[config.mk]
export PLATFORM = sky130hd
export DESIGN_NAME = ifs_fetch_seq
export DESIGN_NICKNAME = d
export VERILOG_FILES = /design/src/rtl/ifs_pkg.sv /design/src/rtl/ifs_len_decode.sv /design/src/rtl/ifs_bus_port.sv /design/src/rtl/ifs_out_stage.sv /design/src/rtl/ifs_fetch_seq.sv
export SDC_FILE = /design/constraint.sdc
export NUM_CORES = 1
export LEC_CHECK = 0
export ABC_AREA = 1
export CAP_MARGIN = 20
export CELL_PAD_IN_SITES_DETAIL_PLACEMENT = 0
export CELL_PAD_IN_SITES_GLOBAL_PLACEMENT = 2
export CORE_ASPECT_RATIO = 0.9
export CORE_MARGIN = 4
export CORE_UTILIZATION = 26
export CTS_CLUSTER_DIAMETER = 200
export DETAILED_ROUTE_END_ITERATION = 12
export PLACE_DENSITY_LB_ADDON = 0.1
export SETUP_SLACK_MARGIN = 0.4
export SLEW_MARGIN = 20
export SYNTH_ARGS = -nofsm -noshare
export SYNTH_HDL_FRONTEND = slang
export SYNTH_SLANG_ARGS = --single-unit
export TNS_END_PERCENT = 5
[constraint.sdc]
create_clock -name clk -period 1.6 [get_ports clk]
set_clock_uncertainty 0.15 [all_clocks]
set_input_delay 0.16 -clock clk [delete_from_list [all_inputs] [get_ports clk]]
set_output_delay 0.16 -clock clk [all_outputs]
set_load 0.02 [all_outputs]
[src/rtl/ifs_pkg.sv]
package ifs_pkg;

    typedef enum logic [1:0] {
        BP_IDLE  = 2'd0,
        BP_REQ   = 2'd1,
        BP_WAIT  = 2'd2,
        BP_DRAIN = 2'd3
    } bp_state_e;

    localparam logic SIZE_BYTE = 1'b0;
    localparam logic SIZE_WORD = 1'b1;

endpackage

[src/rtl/ifs_len_decode.sv]
module ifs_len_decode #(
    parameter int CNT_W = 2
) (
    input  logic [1:0]       top_bits,
    output logic [CNT_W-1:0] total_words
);
    always_comb begin
        unique case (top_bits)
            2'b11:   total_words = CNT_W'(3);
            2'b10:   total_words = CNT_W'(2);
            default: total_words = CNT_W'(1);
        endcase
    end
endmodule

[src/rtl/ifs_bus_port.sv]
module ifs_bus_port
    import ifs_pkg::*;
#(
    parameter int ADDR_W = 24,
    parameter int WORD_W = 16
) (
    input  logic              clk,
    input  logic              rst_n,
    input  logic              bus_wide,
    input  logic              word_req,
    input  logic [ADDR_W-1:0] word_addr,
    input  logic              flush,
    output logic              word_done,
    output logic [WORD_W-1:0] word_data,
    output logic              bus_req,
    output logic [ADDR_W-1:0] bus_addr,
    output logic              bus_size,
    input  logic              bus_gnt,
    input  logic              bus_done,
    input  logic [WORD_W-1:0] bus_rdata
);
    localparam int BYTE_W = WORD_W / 2;

    typedef struct packed {
        bp_state_e         state;
        logic              half;
        logic [BYTE_W-1:0] hi;
        logic [ADDR_W-1:0] addr;
    } bp_t;

    bp_t q, d;

    logic capture;

    always_comb begin
        d         = q;
        capture   = 1'b0;
        word_done = 1'b0;
        bus_req   = (q.state == BP_REQ);
        bus_addr  = {q.addr[ADDR_W-1:1], q.half};
        bus_size  = bus_wide ? SIZE_WORD : SIZE_BYTE;
        word_data = bus_wide ? bus_rdata : {q.hi, bus_rdata[BYTE_W-1:0]};
        unique case (q.state)
            BP_IDLE: begin
                if (word_req && !flush) begin
                    d.state = BP_REQ;
                    d.addr  = word_addr;
                    d.half  = 1'b0;
                end
            end
            BP_REQ: begin
                if (flush) begin
                    d.state = (bus_gnt && !bus_done) ? BP_DRAIN : BP_IDLE;
                    d.half  = 1'b0;
                end else if (bus_gnt) begin
                    if (bus_done) capture = 1'b1;
                    else          d.state = BP_WAIT;
                end
            end
            BP_WAIT: begin
                if (flush) begin
                    d.state = bus_done ? BP_IDLE : BP_DRAIN;
                    d.half  = 1'b0;
                end else if (bus_done) begin
                    capture = 1'b1;
                end
            end
            default: begin
                if (bus_done) d.state = BP_IDLE;
            end
        endcase
        if (capture) begin
            if (bus_wide || q.half) begin
                word_done = 1'b1;
                d.state   = BP_IDLE;
                d.half    = 1'b0;
            end else begin
                d.hi    = bus_rdata[BYTE_W-1:0];
                d.half  = 1'b1;
                d.state = BP_REQ;
            end
        end
    end

    always_ff @(posedge clk) begin
        if (!rst_n) begin
            q.state <= BP_IDLE;
            q.half  <= 1'b0;
            q.hi    <= '0;
            q.addr  <= '0;
        end else begin
            q <= d;
        end
    end


    req_hold_chk: assert property (@(posedge clk) disable iff (!rst_n)
        (bus_req && !bus_gnt && !flush) |=> (bus_req && $stable(bus_addr) && $stable(bus_size)));


    no_req_outstanding_chk: assert property (@(posedge clk) disable iff (!rst_n)
        (bus_req && bus_gnt && !bus_done) |=> !bus_req);


    wide_even_chk: assert property (@(posedge clk) disable iff (!rst_n)
        (bus_req && bus_wide) |-> (bus_size == SIZE_WORD && !bus_addr[0]));

endmodule

[src/rtl/ifs_out_stage.sv]
module ifs_out_stage #(
    parameter int DATA_W = 48,
    parameter int CNT_W  = 2
) (
    input  logic              clk,
    input  logic              rst_n,
    input  logic              flush,
    input  logic              push,
    input  logic [DATA_W-1:0] push_data,
    input  logic [CNT_W-1:0]  push_words,
    input  logic              push_vec,
    output logic              slot_free,
    output logic              out_valid,
    input  logic              out_ready,
    output logic [DATA_W-1:0] out_data,
    output logic [CNT_W-1:0]  out_words,
    output logic              out_vec
);
    typedef struct packed {
        logic              valid;
        logic [DATA_W-1:0] data;
        logic [CNT_W-1:0]  words;
        logic              vec;
    } os_t;

    os_t q, d;

    always_comb begin
        d         = q;
        slot_free = !q.valid || out_ready;
        if (flush) begin
            d.valid = 1'b0;
        end else if (push) begin
            d.valid = 1'b1;
            d.data  = push_data;
            d.words = push_words;
            d.vec   = push_vec;
        end else if (out_ready) begin
            d.valid = 1'b0;
        end
    end

    always_ff @(posedge clk) begin
        if (!rst_n) begin
            q.valid <= 1'b0;
            q.data  <= '0;
            q.words <= '0;
            q.vec   <= 1'b0;
        end else begin
            q <= d;
        end
    end

    assign out_valid = q.valid;
    assign out_data  = q.data;
    assign out_words = q.words;
    assign out_vec   = q.vec;


    out_hold_chk: assert property (@(posedge clk) disable iff (!rst_n)
        (out_valid && !out_ready && !flush) |=> (out_valid && $stable(out_data) && $stable(out_words)));

endmodule

[src/rtl/ifs_fetch_seq.sv]
module ifs_fetch_seq #(
    parameter int ADDR_W    = 24,
    parameter int WORD_W    = 16,
    parameter int MAX_WORDS = 3
) (
    input  logic                            clk,
    input  logic                            rst_n,
    input  logic                            bus_wide,
    input  logic                            pc_load,
    input  logic [ADDR_W-1:0]               pc_load_addr,
    input  logic                            vec_req,
    input  logic [ADDR_W-1:0]               vec_addr,
    output logic                            bus_req,
    output logic [ADDR_W-1:0]               bus_addr,
    output logic                            bus_size,
    input  logic                            bus_gnt,
    input  logic                            bus_done,
    input  logic [WORD_W-1:0]               bus_rdata,
    output logic                            out_valid,
    input  logic                            out_ready,
    output logic [WORD_W*MAX_WORDS-1:0]     out_data,
    output logic [$clog2(MAX_WORDS+1)-1:0]  out_words,
    output logic                            out_vec,
    output logic                            align_err
);
    localparam int DATA_W   = WORD_W * MAX_WORDS;
    localparam int CNT_W    = $clog2(MAX_WORDS + 1);
    localparam int STEP     = WORD_W / 8;
    localparam int VEC_LEN  = 2;

    typedef struct packed {
        logic              active;
        logic              vec;
        logic              full;
        logic [CNT_W-1:0]  cnt;
        logic [CNT_W-1:0]  need;
        logic [ADDR_W-1:0] pc;
        logic [DATA_W-1:0] data;
        logic              err;
    } sq_t;

    sq_t q, d;

    logic              flush;
    logic [ADDR_W-1:0] flush_addr;
    logic              word_req;
    logic              word_done;
    logic [WORD_W-1:0] word_data;
    logic [CNT_W-1:0]  dec_words;
    logic [CNT_W-1:0]  first_need;
    logic              push;
    logic              slot_free;

    assign flush      = pc_load || vec_req;
    assign flush_addr = pc_load ? pc_load_addr : vec_addr;

    ifs_len_decode #(.CNT_W(CNT_W)) len_i (
        .top_bits    (word_data[WORD_W-1 -: 2]),
        .total_words (dec_words)
    );

    ifs_bus_port #(.ADDR_W(ADDR_W), .WORD_W(WORD_W)) port_i (
        .clk       (clk),
        .rst_n     (rst_n),
        .bus_wide  (bus_wide),
        .word_req  (word_req),
        .word_addr (q.pc),
        .flush     (flush),
        .word_done (word_done),
        .word_data (word_data),
        .bus_req   (bus_req),
        .bus_addr  (bus_addr),
        .bus_size  (bus_size),
        .bus_gnt   (bus_gnt),
        .bus_done  (bus_done),
        .bus_rdata (bus_rdata)
    );

    ifs_out_stage #(.DATA_W(DATA_W), .CNT_W(CNT_W)) out_i (
        .clk        (clk),
        .rst_n      (rst_n),
        .flush      (flush),
        .push       (push),
        .push_data  (q.data),
        .push_words (q.cnt),
        .push_vec   (q.vec),
        .slot_free  (slot_free),
        .out_valid  (out_valid),
        .out_ready  (out_ready),
        .out_data   (out_data),
        .out_words  (out_words),
        .out_vec    (out_vec)
    );

    always_comb begin
        d          = q;
        push       = 1'b0;
        word_req   = q.active && !q.full;
        first_need = q.vec ? CNT_W'(VEC_LEN) : dec_words;
        if (flush) begin
            d.active = !flush_addr[0];
            d.vec    = !pc_load;
            d.full   = 1'b0;
            d.cnt    = '0;
            d.need   = '0;
            d.pc     = flush_addr;
            d.data   = '0;
            d.err    = flush_addr[0];
        end else begin
            if (q.full && slot_free) begin
                push   = 1'b1;
                d.full = 1'b0;
                d.cnt  = '0;
                d.data = '0;
            end
            if (word_done) begin
                for (int k = 0; k < MAX_WORDS; k++) begin
                    if (q.cnt == CNT_W'(k)) d.data[DATA_W-1-k*WORD_W -: WORD_W] = word_data;
                end
                if (q.cnt == '0) d.need = first_need;
                d.cnt = CNT_W'(q.cnt + 1'b1);
                d.pc  = q.pc + ADDR_W'(STEP);
                if (CNT_W'(q.cnt + 1'b1) == ((q.cnt == '0) ? first_need : q.need)) begin
                    d.full = 1'b1;
                    if (q.vec) d.active = 1'b0;
                end
            end
        end
    end

    always_ff @(posedge clk) begin
        if (!rst_n) begin
            q.active <= 1'b0;
            q.vec    <= 1'b0;
            q.full   <= 1'b0;
            q.cnt    <= '0;
            q.need   <= '0;
            q.pc     <= '0;
            q.data   <= '0;
            q.err    <= 1'b0;
        end else begin
            q <= d;
        end
    end

    assign align_err = q.err;


    err_quiet_chk: assert property (@(posedge clk) disable iff (!rst_n)
        align_err |-> !bus_req);


    flush_clear_chk: assert property (@(posedge clk) disable iff (!rst_n)
        pc_load |=> !out_valid);


    count_range_chk: assert property (@(posedge clk) disable iff (!rst_n)
        out_valid |-> (out_words != '0 && out_words <= CNT_W'(MAX_WORDS)));


    vec_len_chk: assert property (@(posedge clk) disable iff (!rst_n)
        (out_valid && out_vec) |-> (out_words == CNT_W'(VEC_LEN)));


    unused_zero_chk: assert property (@(posedge clk) disable iff (!rst_n)
        (out_valid && out_words == CNT_W'(1)) |-> (out_data[DATA_W-WORD_W-1:0] == '0));

endmodule

==> results of run 1 <==
==> layout by cell type (no fill, tap or decap), types with 2 or more instances in the layout <==
master | Yosys | layout
nand2_1 | 219 | 210
a21oi_1 | 161 | 142
buf_4 | 26 | 111
nand3_1 | 104 | 99
buf_6 | 7 | 92
inv_1 | 89 | 85
dfxtp_1 | 165 | 83
dfxtp_2 | 0 | 80
clkdlybuf4s50_1 | 0 | 70
nor2_1 | 55 | 46
o21ai_0 | 84 | 45
o21ai_1 | 23 | 44
a21oi_2 | 0 | 19
o21ai_2 | 1 | 18
clkbuf_16 | 0 | 18
buf_12 | 0 | 13
nand2_2 | 3 | 7
nand4_1 | 7 | 7
nor2_4 | 1 | 5
nor2_2 | 0 | 5
inv_2 | 2 | 4
nand3_2 | 1 | 4
nand2_8 | 0 | 4
nor3_1 | 4 | 4
mux2i_1 | 4 | 4
a31oi_1 | 4 | 4
or2_2 | 4 | 4
ha_4 | 0 | 4
bufinv_16 | 0 | 4
buf_8 | 0 | 4
nand3_4 | 1 | 3
nand2_4 | 2 | 3
xor2_1 | 4 | 3
ha_1 | 8 | 3
clkinv_2 | 0 | 3
clkbuf_8 | 0 | 3
inv_4 | 0 | 2
o21bai_1 | 2 | 2
o211ai_1 | 2 | 2
dfxtp_4 | 0 | 2
==> area by class of cell <==
cell class / instances / share of cell area [%]
inverters: 93 / 3.24
flip-flops and latches: 165 / 29.6
well taps: 360 / 3.90
repair buffers: 293 / 25.6
clock buffers: 21 / 4.08
clock inverters: 9 / 1.31
multi-input cells: 701 / 32.3
==> worst reg2reg max path: stages, from the launching register on <==
cell      delay [ps]
dfxtp_4          370
inv_4             50
ha_4             250
nand2_2           40
inv_2             80
nand3_4          140
clkinv_8         140
nand2_8           90
buf_12           150
buf_4            130
a21oi_1          120
==> layer usage <==
| layer | vias to the layer above | routed length [um] |
|---|---|---|
| met5 | - | 0 |
| met4 | 0 | 189 |
| met3 | 11 | 1010 |
| met2 | 126 | 11200 |
| met1 | 3452 | 14200 |
| li1 | 3889 | - |
==> state kept, by name, indices dropped and copies added (netlist names) <==
register and flops:
q 78, out_i.out_data 48, port_i.bus_addr 24, port_i.q 10, out_i.out_words 2, align_err 1, out_i.out_valid 1, out_i.out_vec 1
==> report_power, final <==
| group | switching, uW | internal (uW) | total, uW |
|---|---|---|---|
| clock | 1790 | 2720 | 4500 |
| sequential | 99.9 | 4230 | 4330 |
| combinational | 850 | 825 | 1680 |
==> cells by family (layout without fill, tap and decap cells) <==
group                    Yosys count  count (layout)  synth area share [%]
multiplexers                       4               4                 0.533
buffers and inverters            181             416                  11.4
adder cells (fa/ha/maj)            8               8                  1.33
AND/OR/NAND/NOR                  403             403                  23.1
AO/OA/AOI/OAI                    281             281                  19.1
XOR/XNOR                           5               5                 0.583
flip-flops                       165             165                  44.0
==> how the worst min path moves through the flow <==
stage / startpoint / endpoint / slack (ps)
2_1_floorplan: vec_req / q[78]$_SDFFE_PN0P_ / 140
3_3_place_gp: port_i.bus_addr[21]$_SDFFE_PN0P_ / port_i.bus_addr[21]$_SDFFE_PN0P_ / 290
3_5_place_dp: port_i.bus_addr[13]$_SDFFE_PN0P_ / port_i.bus_addr[13]$_SDFFE_PN0P_ / 290
4_1_cts: rst_n / q[78]$_SDFFE_PN0P_ / 210
5_1_grt: pc_load_addr[11] / q[60]$_SDFFE_PN0P_ / 260
6_report: rst_n / q[78]$_SDFFE_PN0P_ / 250
==> through the flow <==
step / total power, uW / utilization [%]
after global placement: 5880 / 35.8
after global routing: 10900 / 40.9
after CTS: 10600 / 39.7
after detailed placement: 5870 / 35.8
final: 10500 / 40.9
after floorplan: 5120 / -
==> timing repair <==
| item | CTS | global route |
|---|---|---|
| gates cloned | 1 | 1 |
| pin swaps | 15 | 13 |
| buffers inserted | 10 | 2 |
| hold buffers | 0 | 0 |
| gates resized for setup | 576 | 111 |
| endpoints found under the setup margin | 243 | 242 |
==> out/qor.yml, run 1 <==
final_area_mm2: 0.0115
ys_seq_area_share_pct: 44.0
drive_gt1_share_pct: 32.8
syn_inst: 1047
placed_area_mm2: 0.0101
min_period_ps: 1800
fp.dieW_um: 187
num_antenna_cells: 0
place_ws_ps: -455
maxCapViolations: 0
yosysMostFrequentCell: "nand2_1"
row_count: 58
slew_viol_final: 0
met1_usage_pct: 25.3
rrSetupSlack_ps: -200
nets: 1351
crit_type: "reg -> reg"
cp_data_arrival_time_ps: 2010
yosys-top-cells-count: "219 x nand2_1, 165 x dfxtp_1, 161 x a21oi_1"
ys.flop_type: "dfxtp_1"
timing.rr.start: "port_i.q[33]$_SDFFE_PN0P_"
numCtsBuffers: 17
seq_area_mm2: 0.00341
met3_usage_pct: 3.04
grt_max_degree: 50
drtIter0Drc: 381
clockBufferDepth: 2
placed_cells: 1598
holdPathStages: 3
grt_usage_pct: 16.6
io_buffers: 150
clock-sinks: 165
grt_use_met2_pct: 24.5
grt_pass1_wl_mm: 41.8
ant_nets: 0
synth.top_cell.area_share_pct: 44.0
hold_viol_final: 0
core_area_mm2: 0.0282
r2r_end: "q[15]$_SDFF_PP0_"
via_per_inst: 4.55
cp-startpoint: "port_i.q[33]$_SDFFE_PN0P_"
synth_cell_types: 37
leakage_uw: 0.00446
path_buf_inv: 5
syn-num-nets: 1127
area_delta_synth_final_pct: 53.6
setup_viol: 86
post-route-period-util_pct: 112
cp_slowest_cell: "dfxtp_4"
reg2regPathDepth: 10
wl_per_cell_um: 16.2
dieArea_mm2: 0.0317
root_buffer: "clkbuf_16"
whs_ps: 250
drc: 0
path_max_fanout: 7
powerDensity_mw_per_mm2: 911
synth_area_mm2: 0.00751
hpwl_mm: 19.4
failed_checks: "setup timing"
die_h_um: 169
yosys_register_bits: 165
ir_worst_vdd_uv: 670
path_depth: 10
dr.pass1.iters: 5
clk_pin_slew_ps: 70
gp_congestion: 0.815
slowest_delay_ps: 370
crit_path_end_kind: "flip-flop"
avgSynthCellArea_um2: 7.17
yosysWarnings: 0
worst_pin_slew_ps: 434
tns_ps: -11300
clk_latency_ps: 440
path_cells: "inv_4 > ha_4 > nand2_2 > inv_2 > nand3_4 > clkinv_8 > nand2_8 > buf_12 > buf_4 > a21oi_1"
grt_overflow: 0
nFillCells: 2930
endpoint: "q[15]$_SDFF_PP0_"
synth.area.top_cells: "dfxtp_1 44%, nand2_1 11%, a21oi_1 11%"
num_vias: 7478
wirelength_mm: 26.6
status: "finished with violations"
slew_headroom_pct: 71.0
start_util_pct: 26.6
io_pins: 151
layout.cells.non_filler: 1642
grt.busiest_layer: "met1"
fmax_mhz: 556
synth-edff-count: 0
required_ps: 1810
htreeDepth: 4
critPathLaunchType: "flip-flop"
grt_pass1_vias: 7378
cp_top_family: "buffers and inverters"
rsz0062_at_grt: "true"
synthArstFlopShare_pct: 0
yosysTopAreaCell: "dfxtp_1"
cts_tree: "done"
timing.final.ws_setup_ps: -198
antenna_found_initial: 0
multiInputGateArea_mm2: 0.00373
hp-class: "in -> reg"
Note: power is estimated with default switching activity, not from simulation.
==> inputs of run 2 (changes only) <==
ABC_CLOCK_PERIOD_IN_PS = 1600   (was default)
==> results of run 2 <==
Final layout, timing and power as in run 1 (identical DEF).
